$ cat config.mk
export PLATFORM = sky130hd
export DESIGN_NAME = pdown_timer
export DESIGN_NICKNAME = d
export VERILOG_FILES = /design/src/rtl/pdown_timer.sv
export SDC_FILE = /design/constraint.sdc
export NUM_CORES = 1
export LEC_CHECK = 0
export BUFFER_PORTS_ARGS = -buffer_cell sky130_fd_sc_hd__buf_2
export CORE_ASPECT_RATIO = 0.6
export CORE_MARGIN = 2
export CORE_UTILIZATION = 40
export DETAILED_ROUTE_END_ITERATION = 8
export SLEW_MARGIN = 0
export SYNTH_ARGS = -nofsm -noshare
export SYNTH_HDL_FRONTEND = slang
export SYNTH_SLANG_ARGS = --single-unit
$ cat constraint.sdc
create_clock -name clk -period 2.65 [get_ports clk]
set_input_delay 0.265 -clock clk [delete_from_list [all_inputs] [get_ports clk]]
set_output_delay 0.265 -clock clk [all_outputs]
set_load 0.005 [all_outputs]
$ cat src/rtl/pdown_timer.sv
module pdown_timer #(
  parameter int DATA_W  = 32,
  parameter int ADDR_W  = 4,
  parameter int PRESC_W = 8
) (
  input  logic              clk,
  input  logic              rst_n,
  input  logic              tick_en,
  input  logic [ADDR_W-1:0] bus_addr,
  input  logic              bus_we,
  input  logic [DATA_W-1:0] bus_wdata,
  output logic [DATA_W-1:0] bus_rdata,
  output logic              irq
);
  localparam int PRESC_LSB = 8;
  localparam logic [1:0] SEL_LOAD = 2'd0, SEL_CNT = 2'd1, SEL_CTRL = 2'd2, SEL_STAT = 2'd3;

  logic [DATA_W-1:0]  load_q, count_q;
  logic [PRESC_W-1:0] presc_q, phase_q;
  logic               run_q, reload_q, ie_q, evt_q;

  logic [1:0] sel;
  logic       wr_load, wr_ctrl, wr_stat, step, expire;
  logic       unused_bits;

  assign sel     = bus_addr[3:2];
  assign wr_load = bus_we && (sel == SEL_LOAD);
  assign wr_ctrl = bus_we && (sel == SEL_CTRL);
  assign wr_stat = bus_we && (sel == SEL_STAT);
  assign step    = run_q && tick_en && (phase_q >= presc_q);
  assign expire  = step && !wr_load && (count_q == DATA_W'(1));
  assign irq     = evt_q && ie_q;
  assign unused_bits = ^{bus_addr, bus_wdata};

  always_ff @(posedge clk) begin
    if (!rst_n)                 phase_q <= '0;
    else if (wr_load || !run_q) phase_q <= '0;
    else if (tick_en)           phase_q <= step ? '0 : phase_q + 1'b1;
  end

  always_ff @(posedge clk) begin
    if (!rst_n) begin
      load_q  <= '0;
      count_q <= '0;
    end else if (wr_load) begin
      load_q  <= bus_wdata;
      count_q <= bus_wdata;
    end else if (step) begin
      if (count_q != '0)  count_q <= count_q - 1'b1;
      else if (reload_q)  count_q <= load_q;
    end
  end

  always_ff @(posedge clk) begin
    if (!rst_n) begin
      run_q    <= 1'b0;
      reload_q <= 1'b0;
      ie_q     <= 1'b0;
      presc_q  <= '0;
    end else if (wr_ctrl) begin
      run_q    <= bus_wdata[0];
      reload_q <= bus_wdata[1];
      ie_q     <= bus_wdata[2];
      presc_q  <= bus_wdata[PRESC_LSB +: PRESC_W];
    end
  end

  always_ff @(posedge clk) begin
    if (!rst_n)                       evt_q <= 1'b0;
    else if (expire)                  evt_q <= 1'b1;
    else if (wr_stat && bus_wdata[0]) evt_q <= 1'b0;
  end

  always_comb begin
    bus_rdata = '0;
    case (sel)
      SEL_LOAD: bus_rdata = load_q;
      SEL_CNT:  bus_rdata = count_q;
      SEL_CTRL: begin
        bus_rdata[0] = run_q;
        bus_rdata[1] = reload_q;
        bus_rdata[2] = ie_q;
        bus_rdata[PRESC_LSB +: PRESC_W] = presc_q;
      end
      default:  bus_rdata[0] = evt_q;
    endcase
  end
endmodule

==> results_dict.tcl, run 1 <==
set metrics [dict create \
    status "completed" \
    ys_seq_elements 84 \
    synthFlopType "dfxtp_1" \
    finalInstanceArea_um2 5910 \
    clock-sinks 84 \
    syn-cell-area_um2 4910 \
    start_util_pct 40.8 \
    syn_inst 650 \
    reg2reg_from "phase_q[0]" \
    post-route-drc-count 0 \
    critPathRequiredTime_ns 2.92 \
    r2r_slack_ns 0.16 \
    power.density_cell_area_nw_per_um2 604 \
    fin_util_pct 49.2 \
    vdd_ir_drop_max_mv 0.310 \
    max_cap_viol_count 0 \
    antenna_cells 0 \
    dp_hpwl_mm 11.2 \
    total_power_mw 3.57 \
    hold_start "bus_wdata[25]" \
    period_minus_slack_ns 2.49 \
    root_buffer "clkbuf_16" \
    htreeDepth 3 \
    path_clk_slew_ns 0.06 \
    drv_slew 0 \
    yosysSeqAreaShare_pct 34.3 \
    area_growth_pct 20.4 \
    synth_commonest_cells "nand2_1 (119), dfxtp_1 (84), a21oi_1 (67), nor2_1 (58), o21ai_0 (44)" \
    post_drt_wl_per_cell_um 17.7 \
    synth.distinct_cells 64 \
    final_hold_viol_count 0 \
    chipWidth_um 147 \
    skew_ns 0.00672 \
    grt_overflow 0 \
    final_antenna_net_count 0 \
    yosys.area.top_type "dfxtp_1" \
    rr_worst_depth 10 \
    max-clock-path-buffers 2 \
    synth_edf_count 0 \
    yosysWarnings 0 \
    yosysTopAreaCellShare_pct 34.3 \
    dpl.cell_count 875 \
    hold_end "load_q[25]" \
    yosysMostFrequentCell "nand2_1" \
    worst_pin_slew_ns 0.596 \
    fin_setup_tns_ns 0 \
    setup_violations 0 \
    cts_buffers 9 \
    grt_pass1_vias 4772 \
    first_pass_iters 5 \
    drive_above_1_share_pct 20.6 \
    period_share_pct 93.9 \
    coreArea_um2 12000 \
    routed_wl_mm 15.8 \
    dieArea_um2 13200 \
    instances_no_fill 893 \
    start_kind "register" \
    rows 31 \
    clk_latency_ns 0.35 \
    cp_slowest_cell "dfxtp_1" \
    hold_class "input port to register" \
    cts_tree "yes" \
    worstSetupPathType "register to register" \
    place_area_um2 5550 \
    min_delay_path_depth 3 \
    place_congestion 0.899 \
    grt_usage_pct 24.1 \
    nNetsFinal 775 \
    critPathBufInv 3 \
    worst_hold_slack_ns 0.167 \
    max_slew_margin_pct 60.3 \
    initialDrtViolationCount 299 \
    syn_avg_cell_area_um2 7.55 \
    place_ws_ns -0.0926 \
    r2r_end "count_q[22]" \
    arrival_ns 2.76 \
    path_cells "inv_1, ha_1, o211ai_1, a211oi_2, o311ai_1, buf_4, or2_4, buf_4, or3_1, a31oi_1" \
    rsz0062_at_grt "no" \
    io_pins 73 \
    cp-end-kind "register" \
    ys_top_cells_by_area "dfxtp_1 (34%), nand2_1 (9.1%), a21oi_1 (6.8%), mux2i_1 (6.5%), o21ai_0 (4.5%)" \
    cp_top_family "compound AO/OA/AOI/OAI gates" \
    leakagePower_nw 2.39 \
    vias_per_cell 5.66 \
    dieHeight_um 89.8 \
    fin_ws_ns 0.161 \
    fmax_ghz 0.402 \
    place.port_buffers 70 \
    antenna_found_initial 0 \
    slowest_delay_ns 0.41 \
    critPathMostFrequentCell "buf_4" \
    vias 5050 \
    async_reset_ff_share_pct 0 \
    crit_path_max_fanout 7 \
    grt_max_degree 46 \
    grt_pass1_wl_mm 25.5 \
    synthesis.nets 701 \
]
worst min-delay path, cell delays in order:
cell and delay, ns:
buf_2 0.10, nand2_1 0.05, a21oi_1 0.05
placed cells by master (no fill, tap or decap), types with 3 or more instances in the layout:
master	instances
a211oi_1	5
a21oi_1	67
a31o_2	3
a31oi_1	15
and4_1	3
buf_2	70
buf_4	40
clkbuf_16	9
dfxtp_1	84
ha_1	11
inv_1	14
mux2i_1	32
nand2_1	118
nand2b_1	5
nand3_1	19
nand4_1	10
nor2_1	58
nor3_1	12
nor4_1	3
o211ai_1	16
o21ai_0	43
o21ai_1	5
o31ai_1	5
or3_1	7
xnor2_1	5
xor2_1	12
report_power, final:
| group | total, mW | switching (mW) | internal [mW] |
|---|---|---|---|
| clock | 1.39 | 0.522 | 0.870 |
| sequential | 1.38 | 0.0683 | 1.31 |
| combinational | 0.798 | 0.471 | 0.328 |
timing repair:
item / CTS / global route
hold buffers: 0 / 0
pin swaps: 0 / 1
gates cloned: 0 / 0
resized for setup: 1 / 4
setup buffers: 0 / 3
endpoints found under the setup margin: 6 / 19
layer usage:
| metal | track usage [%] | vias up | routed length, um |
|---|---|---|---|
| met3 | 6.60 | 8 | 1250 |
| met1 | 37.0 | 2392 | 8140 |
| met4 | 4.73 | 0 | 92 |
| met5 | 0 | - | 0 |
| met2 | 33.4 | 188 | 6350 |
| li1 | - | 2462 | - |
sequential cells by signal (all words and copies together), names as in the netlist:
name	flops
run_q	1
count_q	32
load_q	32
reload_q	1
presc_q	8
phase_q	8
evt_q	1
ie_q	1
layout make-up:
class	count	area (um^2)
fillers	1219	6110
multi-input cells	505	3000
flip-flops and latches	84	1680
repair buffers	110	651
clock buffers	11	253
well taps	165	206
clock inverters	4	72.6
inverters	14	52.6
kinds of logic after synthesis:
family	after synthesis	synth area share, %
simple gates	261	25.2
compound gates	181	22.1
flops	84	34.3
buf+inv	61	5.15
mux	35	7.44
xor+xnor	17	3.03
fa+ha+maj	11	2.80
how the worst max path moves through the flow:
stage          startpoint           to  slack (ns)  cells past startpoint
6_report       phase_q[0]  count_q[22]        0.16                     10
5_1_grt        presc_q[2]  count_q[31]       0.009                     11
4_1_cts        phase_q[0]  count_q[13]        0.04                     10
3_5_place_dp   phase_q[0]  count_q[13]       -0.09                     10
3_3_place_gp   phase_q[0]  count_q[13]        0.03                     10
2_1_floorplan  presc_q[2]  count_q[17]        0.27                      9
Note: power is estimated with default switching activity, not from simulation.
==> run 2, diff against run 1 <==
--- a/config.mk
+++ b/config.mk
@@ -6,7 +6,7 @@
 export NUM_CORES = 1
 export LEC_CHECK = 0
 export BUFFER_PORTS_ARGS = -buffer_cell sky130_fd_sc_hd__buf_2
-export CORE_ASPECT_RATIO = 0.6
+export CORE_ASPECT_RATIO = 0.9
 export CORE_MARGIN = 2
 export CORE_UTILIZATION = 40
 export DETAILED_ROUTE_END_ITERATION = 8
==> results_dict.tcl, run 2 (same netlist as run 1, synthesis figures left out) <==
set metrics [dict create \
    period_share_pct 95.1 \
    power_frac_comb_pct 22.5 \
    leakagePower_nw 2.39 \
    max-clock-path-buffers 2 \
    vias 4984 \
    area_growth_pct 20.5 \
    path_clk_slew_ns 0.06 \
    cts_tree "yes" \
    intPower_mw 2.43 \
    grt_pass1_vias 4844 \
    total_power_mw 3.47 \
    period_minus_slack_ns 2.52 \
    rsz0062_at_grt "no" \
    seqPwrFrac_pct 39.8 \
    p_clk_share_pct 37.6 \
    root_buffer "clkbuf_16" \
    max_cap_viol_count 0 \
    cts_buffers 9 \
    place_area_um2 5550 \
    register_area_um2 1680 \
    first_pass_iters 6 \
    critPathMostFrequentCell "buf_4" \
    max_slew_margin_pct 48.7 \
    skew_ns 0.00817 \
    cp-end-kind "register" \
    dpl.cell_count 870 \
    vias_per_cell 5.61 \
    dp_hpwl_mm 10.9 \
    worstSetupPathType "register to register" \
    grt_pass1_wl_mm 24.9 \
    top_regs "count_q (32), load_q (32)" \
    htreeDepth 3 \
    worst_pin_slew_ns 0.768 \
    grt_overflow 0 \
    post_drt_wl_per_cell_um 17.0 \
    clock-sinks 84 \
    crit_path_max_fanout 9 \
    start_kind "register" \
    hold_class "input port to register" \
    grt_max_degree 39 \
    nNetsFinal 774 \
    rows 38 \
    place_congestion 0.958 \
    status "completed" \
    drv_slew 0 \
    fin_ws_ns 0.130 \
    place.port_buffers 70 \
    drive_above_1_share_pct 20.6 \
    switching_share_pct 30.0 \
    hold_buffers 0 \
    fmax_ghz 0.397 \
    dieHeight_um 109 \
    start_util_pct 40.8 \
    slowest_delay_ns 0.36 \
    coreArea_um2 12000 \
    fin_setup_tns_ns 0 \
    arrival_ns 2.79 \
    vdd_ir_drop_max_mv 0.312 \
    grt_usage_pct 23.9 \
    instances_no_fill 888 \
    layout_common_cells "nand2_1 (118), dfxtp_1 (83), buf_2 (70)" \
    final_hold_viol_count 0 \
    chipWidth_um 121 \
    initialDrtViolationCount 457 \
    p_sw_mw 1.04 \
    clk_latency_ns 0.35 \
    path_cells "inv_1, ha_1, o211ai_1, a211oi_2, o311ai_2, buf_4, or2_1, buf_4, or3_1, a31oi_1" \
    io_pins 73 \
    cp_slowest_cell "dfxtp_1" \
    routed_wl_mm 15.1 \
    place_ws_ns 0.0982 \
    antenna_found_initial 0 \
    final_antenna_net_count 0 \
    final_common_cell "nand2_1" \
    post-route-drc-count 0 \
    critPathRequiredTime_ns 2.92 \
    n_fill_cell 1222 \
    antenna_cells 0 \
    dieArea_um2 13200 \
    finalInstanceArea_um2 5910 \
    setup_violations 0 \
    power.density_cell_area_nw_per_um2 587 \
    multi_input_area_um2 3000 \
]
[run 2: worst paths after layout]
kind,startpoint,endpoint,slack (ns),cells after the start
worst max-delay path,presc_q[2],count_q[22],0.13,10
worst min-delay path,bus_wdata[25],load_q[25],0.17,3
worst max register to register,presc_q[2],count_q[22],0.13,10
worst min register to register,load_q[6],load_q[6],0.47,2
[run 2: area by class of cell]
type / instances / area share (%)
Clock buffer: 12 / 4.34
Tap cell: 160 / 3.38
Clock inverter: 4 / 0.804
Inverter: 14 / 0.889
Multi-Input combinational cell: 505 / 50.8
Sequential cell: 84 / 28.5
Timing Repair Buffer: 109 / 11.4
[run 2: worst max-delay path: cells and delay by family, from the launching register on]
| family | cells | cell delay (ns) |
|---|---|---|
| adder cells (fa/ha/maj) | 1 | 0.32 |
| flip-flops | 1 | 0.36 |
| buffers and inverters | 3 | 0.45 |
| AO/OA/AOI/OAI | 4 | 0.70 |
| AND/OR/NAND/NOR | 2 | 0.61 |
[run 2: through the flow]
stage | hold WS [ns] | utilization [%]
after floorplan | 0.401 | -
after global placement | 0.454 | 46.2
after detailed placement | 0.461 | 46.2
after CTS | 0.157 | 48.7
after global routing | 0.176 | 49.2
final | 0.168 | 49.2
[run 2: power by group through the flow]
stage	Clock (mW)	Combinational [mW]	Sequential [mW]
after detailed placement	0	0.755	1.41
after floorplan	0	0.509	1.39
after global routing	1.38	0.861	1.39
after CTS	1.33	0.760	1.38
final	1.31	0.782	1.38
after global placement	0	0.745	1.41
[run 2: what timing repair did]
item / in CTS / in global routing
setup endpoints to repair: 0 / 17
buffers inserted: 0 / 2
gates resized for setup: 0 / 9
[run 2: per-layer routing]
metal / GRT usage [%] / up-vias / routed length, um
li1: - / 2468 / -
met1: 32.4 / 2348 / 7160
met2: 37.7 / 153 / 6760
met3: 6.12 / 15 / 924
met4: 7.06 / 0 / 206
met5: 0 / - / 0
==> run 3, diff against run 2 <==
--- a/config.mk
+++ b/config.mk
@@ -10,6 +10,7 @@
 export CORE_MARGIN = 2
 export CORE_UTILIZATION = 40
 export DETAILED_ROUTE_END_ITERATION = 8
+export RECOVER_POWER = 50
 export SLEW_MARGIN = 0
 export SYNTH_ARGS = -nofsm -noshare
 export SYNTH_HDL_FRONTEND = slang
==> results_dict.tcl, run 3 (same netlist as run 1, synthesis figures left out) <==
set metrics [dict create \
    chipWidth_um 121 \
    antenna_cells 0 \
    clk_latency_ns 0.35 \
    grt_pass1_vias 4844 \
    rows 38 \
    rsz0062_at_grt "no" \
    nNetsFinal 774 \
    path_clk_slew_ns 0.06 \
    n_fill_cell 1231 \
    cts_buffers 9 \
    period_minus_slack_ns 2.52 \
    grtUsageMet3_pct 6.12 \
    htreeDepth 3 \
    dp_hpwl_mm 10.9 \
    grt_pass1_wl_mm 24.9 \
    root_buffer "clkbuf_16" \
    setup_violations 0 \
    coreArea_um2 12000 \
    dieArea_um2 13200 \
    cts_tree "yes" \
    skew_ns 0.00743 \
    drv_slew 26 \
    grtUsageMet1_pct 32.4 \
    hold_buffers 0 \
    critPathBufInv 3 \
    fin_setup_tns_ns 0 \
    worstSetupPathType "register to register" \
    grt_usage_pct 23.9 \
    post_drt_wl_per_cell_um 17.0 \
    worst_hold_slack_ns 0.168 \
    leakagePower_nw 2.33 \
    top_usage_layer "met2" \
    power.density_cell_area_nw_per_um2 588 \
    cp_top_family "compound AO/OA/AOI/OAI gates" \
    cp-end-kind "register" \
    vias_per_cell 5.61 \
    io_pins 73 \
    start_util_pct 40.8 \
    post-route-drc-count 0 \
    slowest_delay_ns 0.36 \
    max_slew_margin_pct -0.620 \
    place.port_buffers 70 \
    start_kind "register" \
    final_hold_viol_count 0 \
    antenna_found_initial 0 \
    fmax_ghz 0.397 \
    critPathMostFrequentCell "buf_4" \
    cp_slowest_cell "dfxtp_1" \
    top_regs "count_q (32), load_q (32)" \
    register_area_um2 1680 \
    violations "max-capacitance violations, max-slew violations" \
    clock-sinks 84 \
    place_congestion 0.958 \
    path_cells "inv_1, ha_1, o211ai_1, a211oi_2, o311ai_2, buf_4, or2_1, buf_4, or3_1, a31oi_1" \
    initialDrtViolationCount 476 \
    max_cap_viol_count 1 \
    first_pass_iters 7 \
    final_antenna_net_count 0 \
    r2r_slack_ns 0.13 \
    grt_overflow 0 \
    grt_max_degree 39 \
    worst_pin_slew_ns 1.51 \
    routed_wl_mm 15.1 \
    area_growth_pct 20.0 \
    status "finished, violations left" \
    dieHeight_um 109 \
    grt_use_met2_pct 37.7 \
    period_share_pct 95.2 \
    max-clock-path-buffers 2 \
    layout_common_cells "nand2_1 (118), dfxtp_1 (83), a21oi_1 (67)" \
    vias 4979 \
    total_power_mw 3.46 \
    critPathRequiredTime_ns 2.92 \
    final_common_cell "nand2_1" \
    arrival_ns 2.79 \
    drive_above_1_share_pct 18.7 \
    multi_input_area_um2 3000 \
    hold_class "input port to register" \
    crit_path_max_fanout 9 \
    vdd_ir_drop_max_mv 0.313 \
]
-- run 3: cell types whose count changed in the layout (fill, tap and decap cells not counted) --
cell,change
clkbuf_2,+7
or2_2,-1
and2_0,+1
buf_2,-16
or2_0,+1
clkbuf_1,+12
buf_4,-3
and2_2,-1
-- run 3: worst min-delay path, cell delays in order --
cell and delay, ns:
buf_2 0.10, nand2_1 0.05, a21oi_1 0.05
-- run 3: final timing paths --
check                                    from  cells after the start     endpoint
worst max-delay path               presc_q[2]                     10  count_q[22]
worst min-delay path            bus_wdata[25]                      3   load_q[25]
worst max register to register     presc_q[2]                     10  count_q[22]
worst min register to register      load_q[6]                      2    load_q[6]
-- run 3: what timing repair did --
item                       CTS  global route
setup buffers                0             2
resized for setup            0             9
setup endpoints to repair    0            17
-- run 3: per-stage QoR --
| stage | cells | utilization (%) | setup WS (ns) | cell area, um^2 |
|---|---|---|---|---|
| finish | 888 | 49.0 | 0.128 | 5890 |
| detailed placement | 870 | 46.2 | 0.0982 | 5550 |
| global route | 888 | 49.0 | 0.00124 | 5890 |
| floorplan | 650 | - | 0.267 | 4910 |
| global placement | 870 | 46.2 | 0.132 | 5550 |
| CTS | 886 | 48.7 | 0.0963 | 5860 |
-- run 3: cell type report --
class	count	area share, %
well taps	160	3.40
clock buffers	12	4.35
repair buffers	109	11.0
inverters	14	0.892
flip-flops and latches	84	28.6
multi-input cells	505	51.0
clock inverters	4	0.807
-- run 3: per-layer routing --
metal / vias to the layer above / share of wire, %
met5: - / 0
met4: 0 / 1.5
met3: 21 / 6.3
met2: 150 / 44
met1: 2345 / 48
li1: 2463 / -
-- run 3: power breakdown --
group	total [mW]	switching [mW]	internal [mW]
logic	0.780	0.449	0.331
clock network	1.30	0.523	0.779
registers	1.38	0.0674	1.31
total	3.46	1.04	2.42
